[config.mk]
export PLATFORM = sky130hd
export DESIGN_NAME = i2c_rd_master
export DESIGN_NICKNAME = d
export VERILOG_FILES = /design/src/rtl/i2c_rd_pkg.sv /design/src/rtl/i2c_rd_sync.sv /design/src/rtl/i2c_rd_tick.sv /design/src/rtl/i2c_rd_hold.sv /design/src/rtl/i2c_rd_fsm.sv /design/src/rtl/i2c_rd_master.sv
export SDC_FILE = /design/constraint.sdc
export NUM_CORES = 1
export LEC_CHECK = 0
export ABC_AREA = 1
export BUFFER_PORTS_ARGS = -buffer_cell sky130_fd_sc_hd__buf_2
export CORE_UTILIZATION = 63
export DETAILED_ROUTE_END_ITERATION = 10
export PLACE_DENSITY = 0.85
export SETUP_SLACK_MARGIN = 0.1
export SLEW_MARGIN = 20
export SYNTH_ARGS = -nofsm -noshare
export SYNTH_HDL_FRONTEND = slang
export SYNTH_HIERARCHICAL = 1
export SYNTH_SLANG_ARGS = --single-unit
[constraint.sdc]
create_clock -name clk -period 3.8 [get_ports clk]
set_input_delay 0.38 -clock clk [delete_from_list [all_inputs] [get_ports clk]]
set_output_delay 0.38 -clock clk [all_outputs]
set_load 0.02 [all_outputs]
[src/rtl/i2c_rd_pkg.sv]
package i2c_rd_pkg;
    localparam int ADDR_W = 7;
    localparam int BYTE_W = 8;
    localparam int BIT_IDX_W = $clog2(BYTE_W);

    typedef enum logic [2:0] {
        ST_IDLE,
        ST_START,
        ST_ADDR,
        ST_AACK,
        ST_DATA,
        ST_DACK,
        ST_STOP
    } rd_state_e;

    typedef struct packed {
        rd_state_e              st;
        logic [1:0]             qtr;
        logic [BIT_IDX_W-1:0]   bitn;
        logic [ADDR_W-1:0]      addr;
        logic [BYTE_W-1:0]      shreg;
        logic                   last;
        logic                   stop_pend;
        logic                   rs_pend;
        logic                   nack;
        logic                   scl_lo;
        logic                   sda_lo;
    } rd_ctl_t;
endpackage

[src/rtl/i2c_rd_sync.sv]
module i2c_rd_sync #(
    parameter int W = 1,
    parameter int STAGES = 2
) (
    input  logic         clk,
    input  logic         rst_n,
    input  logic [W-1:0] din,
    output logic [W-1:0] dout
);
    logic [STAGES-1:0][W-1:0] pipe_d, pipe_q;

    always_comb begin
        pipe_d = {pipe_q[STAGES-2:0], din};
    end

    always_ff @(posedge clk or negedge rst_n) begin
        if (!rst_n) pipe_q <= '1;
        else        pipe_q <= pipe_d;
    end

    assign dout = pipe_q[STAGES-1];
endmodule

[src/rtl/i2c_rd_tick.sv]
module i2c_rd_tick #(
    parameter int DIV_W = 16
) (
    input  logic             clk,
    input  logic             rst_n,
    input  logic             run,
    input  logic             freeze,
    input  logic [DIV_W-1:0] div,
    output logic             tick
);
    logic [DIV_W-1:0] cnt_d, cnt_q;

    always_comb begin
        cnt_d = cnt_q;
        tick  = 1'b0;
        if (!run) begin
            cnt_d = '0;
        end else if (!freeze) begin
            if (cnt_q >= div) begin
                tick  = 1'b1;
                cnt_d = '0;
            end else begin
                cnt_d = cnt_q + 1'b1;
            end
        end
    end

    always_ff @(posedge clk or negedge rst_n) begin
        if (!rst_n) cnt_q <= '0;
        else        cnt_q <= cnt_d;
    end
endmodule

[src/rtl/i2c_rd_hold.sv]
module i2c_rd_hold #(
    parameter int DW = 8
) (
    input  logic          clk,
    input  logic          rst_n,
    input  logic          load,
    input  logic [DW-1:0] din,
    input  logic          rd,
    output logic [DW-1:0] dout,
    output logic          ready
);
    logic [DW-1:0] data_d, data_q;
    logic          ready_d, ready_q;

    always_comb begin
        data_d  = data_q;
        ready_d = ready_q;
        if (rd)   ready_d = 1'b0;
        if (load) begin
            data_d  = din;
            ready_d = 1'b1;
        end
    end

    always_ff @(posedge clk or negedge rst_n) begin
        if (!rst_n) begin
            data_q  <= '0;
            ready_q <= 1'b0;
        end else begin
            data_q  <= data_d;
            ready_q <= ready_d;
        end
    end

    assign dout  = data_q;
    assign ready = ready_q;

    // the receive side never loads into a full register
    a_r4_no_overwrite: assert property (@(posedge clk) disable iff (!rst_n)
        load |-> !ready_q);
    // a read strobe drains the register
    a_r4_read_clears: assert property (@(posedge clk) disable iff (!rst_n)
        (rd && !load && ready_q) |=> !ready_q);
    // a loaded byte appears with the ready flag
    a_r4_load_visible: assert property (@(posedge clk) disable iff (!rst_n)
        load |=> (ready_q && data_q == $past(din)));
endmodule

[src/rtl/i2c_rd_fsm.sv]
module i2c_rd_fsm
    import i2c_rd_pkg::*;
(
    input  logic              clk,
    input  logic              rst_n,
    input  logic              tick,
    input  logic              cmd_start,
    input  logic              cmd_stop,
    input  logic [ADDR_W-1:0] slv_addr,
    input  logic              sda_s,
    input  logic              rx_full,
    output logic              busy,
    output logic              stall,
    output logic              scl_lo,
    output logic              sda_lo,
    output logic              nack,
    output logic              load,
    output logic [BYTE_W-1:0] ld_data
);
    localparam logic [BIT_IDX_W-1:0] LAST_BIT = BIT_IDX_W'(BYTE_W - 1);

    rd_ctl_t c_d, c_q;
    logic [BYTE_W-1:0] frame;

    always_comb begin
        c_d     = c_q;
        load    = 1'b0;
        ld_data = {c_q.shreg[BYTE_W-2:0], sda_s};
        frame   = {c_q.addr, 1'b1};
        stall   = (c_q.st == ST_DATA) && (c_q.bitn == LAST_BIT) &&
                  (c_q.qtr == 2'd1) && rx_full;

        if (c_q.st == ST_IDLE) begin
            if (cmd_start) begin
                c_d.st        = ST_START;
                c_d.qtr       = 2'd0;
                c_d.addr      = slv_addr;
                c_d.nack      = 1'b0;
                c_d.stop_pend = cmd_stop;
                c_d.rs_pend   = 1'b0;
                c_d.last      = 1'b0;
            end
        end else begin
            if (tick) begin
                if (c_q.qtr != 2'd3) begin
                    c_d.qtr = c_q.qtr + 2'd1;
                    case (c_q.qtr)
                        2'd0: begin
                            case (c_q.st)
                                ST_START: c_d.sda_lo = 1'b0;
                                ST_ADDR:  c_d.sda_lo = !frame[LAST_BIT - c_q.bitn];
                                ST_DACK:  c_d.sda_lo = !c_q.last;
                                ST_STOP:  c_d.sda_lo = 1'b1;
                                default:  c_d.sda_lo = 1'b0;
                            endcase
                        end
                        2'd1: c_d.scl_lo = 1'b0;
                        default: begin
                            case (c_q.st)
                                ST_START: c_d.sda_lo = 1'b1;
                                ST_STOP:  c_d.sda_lo = 1'b0;
                                ST_AACK:  if (sda_s) c_d.nack = 1'b1;
                                ST_DATA: begin
                                    c_d.shreg = ld_data;
                                    if (c_q.bitn == LAST_BIT) begin
                                        load     = 1'b1;
                                        c_d.last = c_q.stop_pend | c_q.rs_pend;
                                    end
                                end
                                default: ;
                            endcase
                        end
                    endcase
                end else begin
                    c_d.qtr    = 2'd0;
                    c_d.scl_lo = 1'b1;
                    case (c_q.st)
                        ST_START: begin
                            c_d.st   = ST_ADDR;
                            c_d.bitn = '0;
                        end
                        ST_ADDR: begin
                            if (c_q.bitn == LAST_BIT) begin
                                c_d.st   = ST_AACK;
                                c_d.bitn = '0;
                            end else begin
                                c_d.bitn = c_q.bitn + 1'b1;
                            end
                        end
                        ST_AACK: begin
                            if (c_q.nack) begin
                                c_d.st        = ST_STOP;
                                c_d.stop_pend = 1'b0;
                                c_d.rs_pend   = 1'b0;
                            end else begin
                                c_d.st   = ST_DATA;
                                c_d.bitn = '0;
                            end
                        end
                        ST_DATA: begin
                            if (c_q.bitn == LAST_BIT) c_d.st = ST_DACK;
                            else                      c_d.bitn = c_q.bitn + 1'b1;
                        end
                        ST_DACK: begin
                            if (!c_q.last) begin
                                c_d.st   = ST_DATA;
                                c_d.bitn = '0;
                            end else begin
                                c_d.st        = c_q.rs_pend ? ST_START : ST_STOP;
                                c_d.addr      = slv_addr;
                                c_d.last      = 1'b0;
                                c_d.stop_pend = 1'b0;
                                c_d.rs_pend   = 1'b0;
                            end
                        end
                        default: begin
                            c_d.st     = ST_IDLE;
                            c_d.scl_lo = 1'b0;
                        end
                    endcase
                end
            end
            if (cmd_stop)  c_d.stop_pend = 1'b1;
            if (cmd_start) c_d.rs_pend   = 1'b1;
        end
    end

    always_ff @(posedge clk or negedge rst_n) begin
        if (!rst_n) c_q <= '{st: ST_IDLE, default: '0};
        else        c_q <= c_d;
    end

    assign busy   = (c_q.st != ST_IDLE);
    assign scl_lo = c_q.scl_lo;
    assign sda_lo = c_q.sda_lo;
    assign nack   = c_q.nack;

    // a halted byte keeps SCL pulled low
    a_r9_stall_scl_low: assert property (@(posedge clk) disable iff (!rst_n)
        stall |-> c_q.scl_lo);
    // the quarter sequencer does not move while halted
    a_r9_stall_holds_position: assert property (@(posedge clk) disable iff (!rst_n)
        stall |=> (c_q.st == ST_DATA && c_q.bitn == LAST_BIT && c_q.qtr == 2'd1));
    // SDA is steady through an SCL high phase of any bit
    a_r11_sda_steady_high: assert property (@(posedge clk) disable iff (!rst_n)
        (!c_q.scl_lo && $past(!c_q.scl_lo) && $past(c_q.st) == c_q.st &&
         c_q.st inside {ST_ADDR, ST_AACK, ST_DATA, ST_DACK}) |-> $stable(c_q.sda_lo));
    // the not-acknowledge flag rises only from the address acknowledge bit
    a_r3_nack_source: assert property (@(posedge clk) disable iff (!rst_n)
        $rose(c_q.nack) |-> $past(c_q.st) == ST_AACK);
endmodule

[src/rtl/i2c_rd_master.sv]
module i2c_rd_master
    import i2c_rd_pkg::*;
#(
    parameter int DIV_W = 16,
    parameter int SYNC_STAGES = 2
) (
    input  logic              clk,
    input  logic              rst_n,
    input  logic              cmd_start,
    input  logic              cmd_stop,
    input  logic [ADDR_W-1:0] slv_addr,
    input  logic [DIV_W-1:0]  quarter_div,
    input  logic              rd_en,
    output logic [BYTE_W-1:0] rx_data,
    output logic              rx_ready,
    output logic              nack_flag,
    output logic              busy,
    output logic              scl_oe,
    input  logic              sda_i,
    output logic              sda_oe
);
    logic              sda_s;
    logic              tick_w;
    logic              stall_w;
    logic              busy_w;
    logic              load_w;
    logic [BYTE_W-1:0] ld_data_w;
    logic              ready_w;

    i2c_rd_sync #(.W(1), .STAGES(SYNC_STAGES)) u_sync (
        .clk   (clk),
        .rst_n (rst_n),
        .din   (sda_i),
        .dout  (sda_s)
    );

    i2c_rd_tick #(.DIV_W(DIV_W)) u_tick (
        .clk    (clk),
        .rst_n  (rst_n),
        .run    (busy_w),
        .freeze (stall_w),
        .div    (quarter_div),
        .tick   (tick_w)
    );

    i2c_rd_fsm u_fsm (
        .clk       (clk),
        .rst_n     (rst_n),
        .tick      (tick_w),
        .cmd_start (cmd_start),
        .cmd_stop  (cmd_stop),
        .slv_addr  (slv_addr),
        .sda_s     (sda_s),
        .rx_full   (ready_w),
        .busy      (busy_w),
        .stall     (stall_w),
        .scl_lo    (scl_oe),
        .sda_lo    (sda_oe),
        .nack      (nack_flag),
        .load      (load_w),
        .ld_data   (ld_data_w)
    );

    i2c_rd_hold #(.DW(BYTE_W)) u_hold (
        .clk   (clk),
        .rst_n (rst_n),
        .load  (load_w),
        .din   (ld_data_w),
        .rd    (rd_en),
        .dout  (rx_data),
        .ready (ready_w)
    );

    assign rx_ready = ready_w;
    assign busy     = busy_w;
endmodule

# ---- Word level (Yosys, flattened, before mapping)
# Cells that the tools add are included.
dict set report word_totals {
  elab_cells 152
  register_bits 56
  input_bits 29
  ramBits 0
  romBits 0
  mem_count 0
  latch_bits 0
}
dict set report classes {
  div 0
  n_reduce_logical 35
  shift 0
  n_eq_ne 28
  multipliers 0
  n_mux 62
  n_addsub 4
  order_cmp 2
  n_bitwise 5
}
# cell n
set op_table {}
lappend op_table {{16-bit two-way mux} 3}
lappend op_table {{3-bit one-hot mux with 5 select lines} 2}
lappend op_table {{29-bit two-way mux} 1}
lappend op_table {{7-bit two-way mux} 4}
lappend op_table {{3-bit two-way mux} 9}
lappend op_table {{1-bit two-way mux} 25}
lappend op_table {{6-bit AND reduction} 4}
lappend op_table {{5-bit AND reduction} 4}
lappend op_table {{9-bit two-way mux} 2}
lappend op_table {{16-bit by 1-bit adder with 16-bit output (second input constant)} 1}
lappend op_table {{16-bit >= comparator} 1}
lappend op_table {{2-bit nonzero test} 8}
lappend op_table {{3-bit by 2-bit inequality test with 1-bit output (second input constant)} 5}
lappend op_table {{3-bit nonzero test} 5}
lappend op_table {{2-bit inequality test (second input constant)} 7}
lappend op_table {{3-bit equality test (second input constant)} 4}
lappend op_table {{10-bit two-way mux} 1}
lappend op_table {{2-bit two-way mux} 5}
lappend op_table {{5-bit two-way mux} 2}
lappend op_table {{4-bit two-way mux} 2}
lappend op_table {{8-bit two-way mux} 1}
lappend op_table {{4-bit by 2-bit inequality test with 1-bit output (second input constant)} 2}
lappend op_table {{7-bit AND reduction} 1}
lappend op_table {{3-bit by 2-bit equality test with 1-bit output (second input constant)} 2}
lappend op_table {{other kinds (25)} 35}

# ---- Longest topological paths before layout
# Gate-level depths: netlist of run 1.
dict set report depth {
  ltp_word 10
  mapped_depth 19
  ltp_nobuf 17
}

# ---- Cells and area by module
# The synthesis of run 1 kept the hierarchy.
# module area_per_inst_um2 seq_area_each_um2 instances cells_per_inst
set modules_own_cells {}
lappend modules_own_cells {i2c_rd_fsm 1709.1 700.7 1 224}
lappend modules_own_cells {i2c_rd_tick 1510.2 400.4 1 231}
lappend modules_own_cells {i2c_rd_hold 341.6 225.2 1 38}
lappend modules_own_cells {i2c_rd_sync 52.6 52.6 1 2}

# ---- Worst setup path after synthesis of run 1
# No wires, ideal clock.
dict set report synth_path {
  path_type {register to register}
  start {register u_tick.cnt_q[11]}
  end {register u_hold.data_q[0], in the netlist u_hold/dout[0]}
  required_time_ns 3.683
  stages_incl_launch_ff 15
  arrival_ns 2.442
  slack_ns 1.241
  cell_sequence {dfrtp_1 -> ha_1 -> nand2_1 -> o21bai_1 -> a21oi_2 -> nor2_4 -> buf_6 -> a21oi_1 -> nand4_2 -> buf_2 -> nor2_1 -> buf_6 -> inv_2 -> nand2_1 -> nand2_1}
}
dict set report synth_between {
  elab_chain_len 6
}
# item line
set synth_lines {}
lappend synth_lines {{start: declaration} i2c_rd_tick.sv:11} ;# logic [DIV_W-1:0] cnt_d, cnt_q;
lappend synth_lines {{start signal: assignment} i2c_rd_tick.sv:30} ;# else cnt_q <= cnt_d;
lappend synth_lines {{16-bit >= comparator} i2c_rd_tick.sv:19} ;# if (cnt_q >= div) begin
lappend synth_lines {{1-bit two-way mux} i2c_rd_tick.sv:19}
lappend synth_lines {{1-bit two-way mux} i2c_rd_tick.sv:18} ;# end else if (!freeze) begin
lappend synth_lines {{1-bit two-way mux} i2c_rd_tick.sv:16} ;# if (!run) begin
lappend synth_lines {{named net tick_w} i2c_rd_master.sv:23} ;# logic tick_w;
lappend synth_lines {{1-bit two-way mux} i2c_rd_fsm.sv:44} ;# if (tick) begin
lappend synth_lines {{1-bit two-way mux} i2c_rd_fsm.sv:33} ;# if (c_q.st == ST_IDLE) begin
lappend synth_lines {{named net load_w} i2c_rd_master.sv:26} ;# logic load_w;
lappend synth_lines {{end signal: assignment} i2c_rd_hold.sv:30} ;# data_q <= data_d;
lappend synth_lines {{end: declaration} i2c_rd_hold.sv:12} ;# logic [DW-1:0] data_d, data_q;
# The timed path passes the listed nets, and every way through them passes these cells.
# A chain may end at the register's enable or synchronous reset.

# ---- Worst setup path after layout of run 1
dict set report layout_path {
  start {register u_tick.cnt_q[13]}
  end {register u_hold.data_q[6], in the netlist u_hold/dout[6]}
}
# The elaborated chain is that of the path after synthesis.

==> flow_summary.yaml, run 1 <==
outcome:
  status: "finished, final reports clean"
route:
  drtAntennaViolNets: 0
  finalWirelength_mm: 7.105
  first_pass_iters: 5
  drt_iter0_drc: 175
  vias_per_cell: 5.320
  wl_per_cell_um: 11.76
  vias: 3213
  drc_errors: 0
yosys:
  synthTopCellsByArea: "dfrtp_1, nand2_1, ha_1"
  ys.flop_type: "dfrtp_1"
  synth.avg_cell_area_um2: 7.300
  ys_ff_latch: 55
  synthDistinctLibCells: 33
  synth_top_area_share_pct: 36.70
  syn_area_um2: 3613
  synth_edf_count: 0
  yosysTopAreaCell: "dfrtp_1"
  synthCells: 495
  synth_seq_area_share_pct: 38.16
  ys_warn_count: 6
  ys_async_sr_fraction_pct: 100.0
  syn-num-nets: 546
final_layout:
  syn_to_final_growth_pct: 8.345
  mostFrequentLayoutCell: "nand2_1"
  finalNonFillerCells: 604
  drive_gt1_share_pct: 17.67
  layout_common_cells: "nand2_1, inv_1, dfrtp_1"
  diodes: 0
  nFillCells: 463
  nNetsFinal: 582
floorplanning:
  core_region_area_um2: 5507
  rows: 27
  die_h_um: 77.74
  ios: 42
  die_w_um: 77.74
  start_util_pct: 65.62
  dieArea_um2: 6043
clock_network:
  cts_root_buffer: "clkbuf_8"
  cts_tree: "yes"
  cts_hold_buf: 1
  clock-sinks: 55
  cts_buffers: 5
  clkTransAtPathRegs_ps: 100
  clockBufferDepth: 2
  cts.repair.resized: 0
  post-cts-setup-buffer-count: 0
  clock_latency_ps: 310
  htreeDepth: 2
setup_path:
  cp_common_cell: "nand2_1"
  worstPathArrival_ps: 3380
  cp-end-kind: "flop"
  crit_path_top_delay_cell: "a21oi_1"
  critPathMaxStageDelay_ps: 510
  crit_buf_inv: 2
  cp_top_family: "simple AND/OR/NAND/NOR gates"
  cp-start-kind: "flop"
  crit_fanout: 17
  worst-setup-path-type: "reg2reg"
  crit_required_ps: 4000
  worstPathCellList: "ha_1 > nand4_1 > nor3_2 > nand2_2 > a21oi_1 > nand4_2 > buf_4 > nor2_1 > inv_2 > nand2_1 > nand2_1"
timing:
  timing.setup.tns_ps: 0
  setup_viol_count_final: 0
  skew_ps: 9.290
  slew_violations: 0
  finalHoldViolations: 0
  fin_crit_sh_pct: 83.67
  slew_headroom_pct: 62.05
  fmax_mhz: 314.5
  worst_pin_slew_ps: 567.2
  rsz0062_at_grt: "no"
  period_minus_slack_ps: 3180
place:
  numPortBuffers: 41
  hpwl_mm: 5.372
  place_congestion: 0.9239
  dp_cells: 595
power_and_ir_drop:
  power.density_nw_per_um2: 428.5
  irDropWorstVdd_v: 0.0003822
  leakage_uw: 0.002152
global_route:
  antenna_found_initial: 0
  grtUsageTotal_pct: 25.03
  grt_max_degree: 39
  grt_first_pass_wirelength_mm: 12.17
  grt-ovfl-total: 0
  grt_pass1_vias: 2875
min_path:
  hold_path_class: "in2reg"
run:
  drv_cap: 0
## synth_stat cells (4+ instances only)
| master | number |
|---|---|
| a21oi_1 | 20 |
| buf_4 | 9 |
| dfrtp_1 | 53 |
| ha_1 | 22 |
| inv_1 | 60 |
| inv_2 | 10 |
| nand2_1 | 155 |
| nand2_2 | 7 |
| nand3_1 | 37 |
| nand3_2 | 4 |
| nand3b_1 | 4 |
| nand4_1 | 5 |
| nor2_1 | 40 |
| nor2_2 | 4 |
| nor2_4 | 4 |
| o21ai_0 | 13 |
| o21ai_1 | 16 |
| o21ai_2 | 7 |
| o21bai_1 | 4 |
## flip-flops by register name (all words and copies together), names as in the netlist
name           cells
u_fsm/c_q         18
u_tick/cnt_q      16
u_hold/dout        8
u_fsm/ld_data      7
u_fsm/nack         1
u_fsm/scl_lo       1
u_fsm/sda_lo       1
u_hold/ready       1
u_sync/dout        1
u_sync/pipe_d      1
## cells by family (layout without fill, tap and decap cells)
group                      count (synthesis)  after routing  share of synthesized area [%]
and+or+nand+nor                          265            265                          32.41
buffers and inverters                     85            122                          10.46
AOI/OAI and AO/OA                         65             65                          10.63
DFF                                       55             55                          38.16
adders and majority gates                 22             22                          7.618
xor gates and xnor gates                   3              3                         0.7273
## where the power goes
group / internal [uW] / switching, uW / total [uW]
Combinational: 205 / 404 / 608
Sequential: 660 / 73.2 / 733
Clock: 136 / 200 / 336
Total: 1000 / 677 / 1680
## layer usage
layer	wire length [um]	GRT usage, %	share of wire (%)	up-vias
met5	0	0	0	-
li1	-	-	-	1631
met1	3230	32.77	45	1461
met4	91	8.302	1.3	0
met3	383	3.412	5.4	10
met2	3399	42.65	48	111
## worst reg2reg max path, delay by kind of cell (launching register included)
kind / cells / cell delay (ps)
simple gates: 7 / 1420
flops: 1 / 440
buf+inv: 2 / 390
fa+ha+maj: 1 / 320
compound gates: 1 / 510
## area by class of cell
type	count	area (um2)	area share [%]
timing repair buffer	44	230.2	5.880
inverter	70	262.8	6.711
sequential	55	1379	35.22
clock inverter	3	27.53	0.7031
multi-input combinational	355	1857	47.43
clock buffer	5	68.82	1.758
tap	72	90.09	2.301
## final timing paths
check                                 startpoint               end  slack [ps]  depth (start not counted)
worst max register to register  u_tick/cnt_q[13]    u_hold/dout[6]         620                         11
max in group asynchronous                  rst_n       u_sync/dout        2450                          3
min in group asynchronous                  rst_n   u_tick/cnt_q[9]         520                          2
worst min register to register  u_sync/pipe_d[1]       u_sync/dout         360                          0
worst max-delay path            u_tick/cnt_q[13]    u_hold/dout[6]         620                         11
worst min-delay path                       sda_i  u_sync/pipe_d[1]         160                          1
## metrics by stage
step | setup WS, ps | total power, uW | hold WS [ps] | instance area (um2) | util [%]
detailed placement | 630.9 | 1346 | 327.7 | 3809 | 69.17
global placement | 835.6 | 1322 | 326.5 | 3809 | 69.17
CTS | 676.7 | 1681 | 151.1 | 3915 | 71.10
floorplan | 1241 | 1209 | 84.41 | 3613 | -
finish | 620.4 | 1678 | 160.2 | 3915 | 71.10
global route | 328.8 | 1800 | 140.9 | 3915 | 71.10
No activity file was read; power rests on OpenSTA's default activity.
==> run 2: changes to the inputs <==
--- a/config.mk
+++ b/config.mk
@@ -7,9 +7,9 @@
 export LEC_CHECK = 0
 export ABC_AREA = 1
 export BUFFER_PORTS_ARGS = -buffer_cell sky130_fd_sc_hd__buf_2
-export CORE_UTILIZATION = 63
+export CORE_UTILIZATION = 59
 export DETAILED_ROUTE_END_ITERATION = 10
-export PLACE_DENSITY = 0.85
+export PLACE_DENSITY = 0.81
 export SETUP_SLACK_MARGIN = 0.1
 export SLEW_MARGIN = 20
 export SYNTH_ARGS = -nofsm -noshare
==> constraint.sdc (replaced) <==
create_clock -name clk -period 3.3 [get_ports clk]
set_input_delay 0.33 -clock clk [delete_from_list [all_inputs] [get_ports clk]]
set_output_delay 0.33 -clock clk [all_outputs]
set_load 0.02 [all_outputs]
==> flow_summary.yaml, run 2 (synthesis results as in run 1) <==
outcome:
  status: "finished, final reports clean"
setup_path:
  crit_fanout: 14
  worst-setup-path-type: "reg2reg"
  worstPathArrival_ps: 3050
  reg2reg_slack_ps: 450
  cp-start-kind: "flop"
  cp-end-kind: "flop"
  worstPathCellList: "ha_1 > ha_1 > nand2_1 > nor2_1 > nor2_4 > inv_2 > a21oi_1 > nand2_1 > nand2_2 > nand3_2 > nand2_1 > o21ai_2"
  r2r_cells: 12
  crit_path_top_delay_cell: "dfrtp_1"
  reg2reg_to: "u_fsm/c_q[17]"
  timing.rr.start: "u_fsm/c_q[21]"
  crit_required_ps: 3490
  cp_common_cell: "nand2_1"
  critPathMaxStageDelay_ps: 460
final_layout:
  mostFrequentLayoutCell: "nand2_1"
  finalNonFillerCells: 608
  nNetsFinal: 583
  syn_to_final_growth_pct: 8.622
  multi_input_area_um2: 1857
  nFillCells: 528
  diodes: 0
  drive_gt1_share_pct: 18.01
  regArea_um2: 1379
  layout_common_cells: "nand2_1, inv_1, dfrtp_1"
  largest_reg_flops: 18
  regMostFlops: "u_fsm/c_q"
timing:
  fmax_mhz: 350.3
  slew_headroom_pct: 43.98
  finalHoldViolations: 0
  period_minus_slack_ps: 2855
  worst_pin_slew_ps: 840.4
  slew_violations: 0
  fin_crit_sh_pct: 86.51
  timing.setup.tns_ps: 0
  setup_viol_count_final: 0
  final_critical_path_setup_slack_ps: 445.2
  skew_ps: 8.952
  rsz0062_at_grt: "no"
floorplanning:
  ios: 42
  core_region_area_um2: 5921
  start_util_pct: 61.03
  die_h_um: 80.26
  rows: 28
  dieArea_um2: 6442
  die_w_um: 80.26
global_route:
  grt_first_pass_wirelength_mm: 12.16
  grt_max_degree: 40
  grt_pass1_vias: 2907
  grt-ovfl-total: 0
  grtUsageTotal_pct: 23.71
  antenna_found_initial: 0
clock_network:
  post-cts-setup-buffer-count: 0
  htreeDepth: 2
  clockBufferDepth: 2
  clkTransAtPathRegs_ps: 110
  cts_tree: "yes"
  cts_root_buffer: "clkbuf_8"
  cts_buffers: 5
  cts.repair.resized: 0
  clock_latency_ps: 310
  cts_hold_buf: 0
  clock-sinks: 55
power_and_ir_drop:
  leakage_uw: 0.002161
  power.density_nw_per_um2: 492.5
  irDropWorstVdd_v: 0.0004393
  p_total_uw: 1933
route:
  first_pass_iters: 6
  drt_iter0_drc: 240
  wl_per_cell_um: 11.88
  finalWirelength_mm: 7.222
  drc_errors: 0
  vias_per_cell: 5.304
  drtAntennaViolNets: 0
  vias: 3225
place:
  numPortBuffers: 41
  hpwl_mm: 5.516
  place_congestion: 0.8832
  place_worst_setup_slack_ps: 453.4
  dp_cells: 600
min_path:
  hold_path_class: "in2reg"
  holdPathStages: 1
  hold_start: "sda_i"
  hold_end: "u_sync/pipe_d[1]"
run:
  drv_cap: 0
run 2: changes by cell type in the layout (fill, tap and decap cells not counted), sizes merged:
cell | before | now
clkinvlp | 1 | 0
buf | 43 | 45
dlygate4sd3 | 1 | 0
clkinv | 1 | 2
run 2: layer usage:
| layer | global-route usage (%) | vias up | part of all wire, % |
|---|---|---|---|
| met5 | 0 | - | 0 |
| met4 | 5.536 | 0 | 0.64 |
| met3 | 3.750 | 8 | 5.2 |
| met2 | 42.22 | 109 | 48 |
| met1 | 30.05 | 1469 | 46 |
| li1 | - | 1639 | - |
run 2: per-stage QoR:
stage,hold slack (ps),utilization (%),cell area (um2)
finish,106.5,66.29,3925
global placement,345.9,64.65,3827
floorplan,34.41,-,3613
CTS,100.8,66.29,3925
global route,102.5,66.29,3925
detailed placement,349.5,64.65,3827
run 2: worst max path at each step:
| stage | to | depth (start not counted) | slack [ps] | start |
|---|---|---|---|---|
| 4_1_cts | u_fsm/c_q[17] | 12 | 440 | u_fsm/c_q[21] |
| 6_report | u_fsm/c_q[17] | 12 | 450 | u_fsm/c_q[21] |
| 5_1_grt | u_fsm/c_q[17] | 12 | 170 | u_fsm/c_q[21] |
| 2_1_floorplan | u_hold/dout[0] | 14 | 740 | u_tick/cnt_q[11] |
| 3_3_place_gp | u_fsm/c_q[19] | 12 | 640 | u_fsm/c_q[21] |
| 3_5_place_dp | u_fsm/c_q[17] | 12 | 450 | u_fsm/c_q[21] |
run 2: layout make-up:
class                      count  area share, %
timing repair buffer          45          5.993
clock buffer                   5          1.753
tap                           75          2.391
clock inverter                 3         0.7332
sequential                    55          35.13
multi-input combinational    355          47.31
inverter                      70          6.694
run 2: power by group:
group          total (uW)  internal (uW)  switching [uW]  leakage (uW)
sequential            848            760            87.7      0.000722
combinational         691            236             455       0.00139
clock                 394            158             236     0.0000502
run 2: worst max-delay path: cells and delay by family (launching register included):
family,cells,cell delay [ps]
compound gates,2,500
flops,1,460
fa+ha+maj,2,410
buf+inv,1,130
simple gates,7,1230
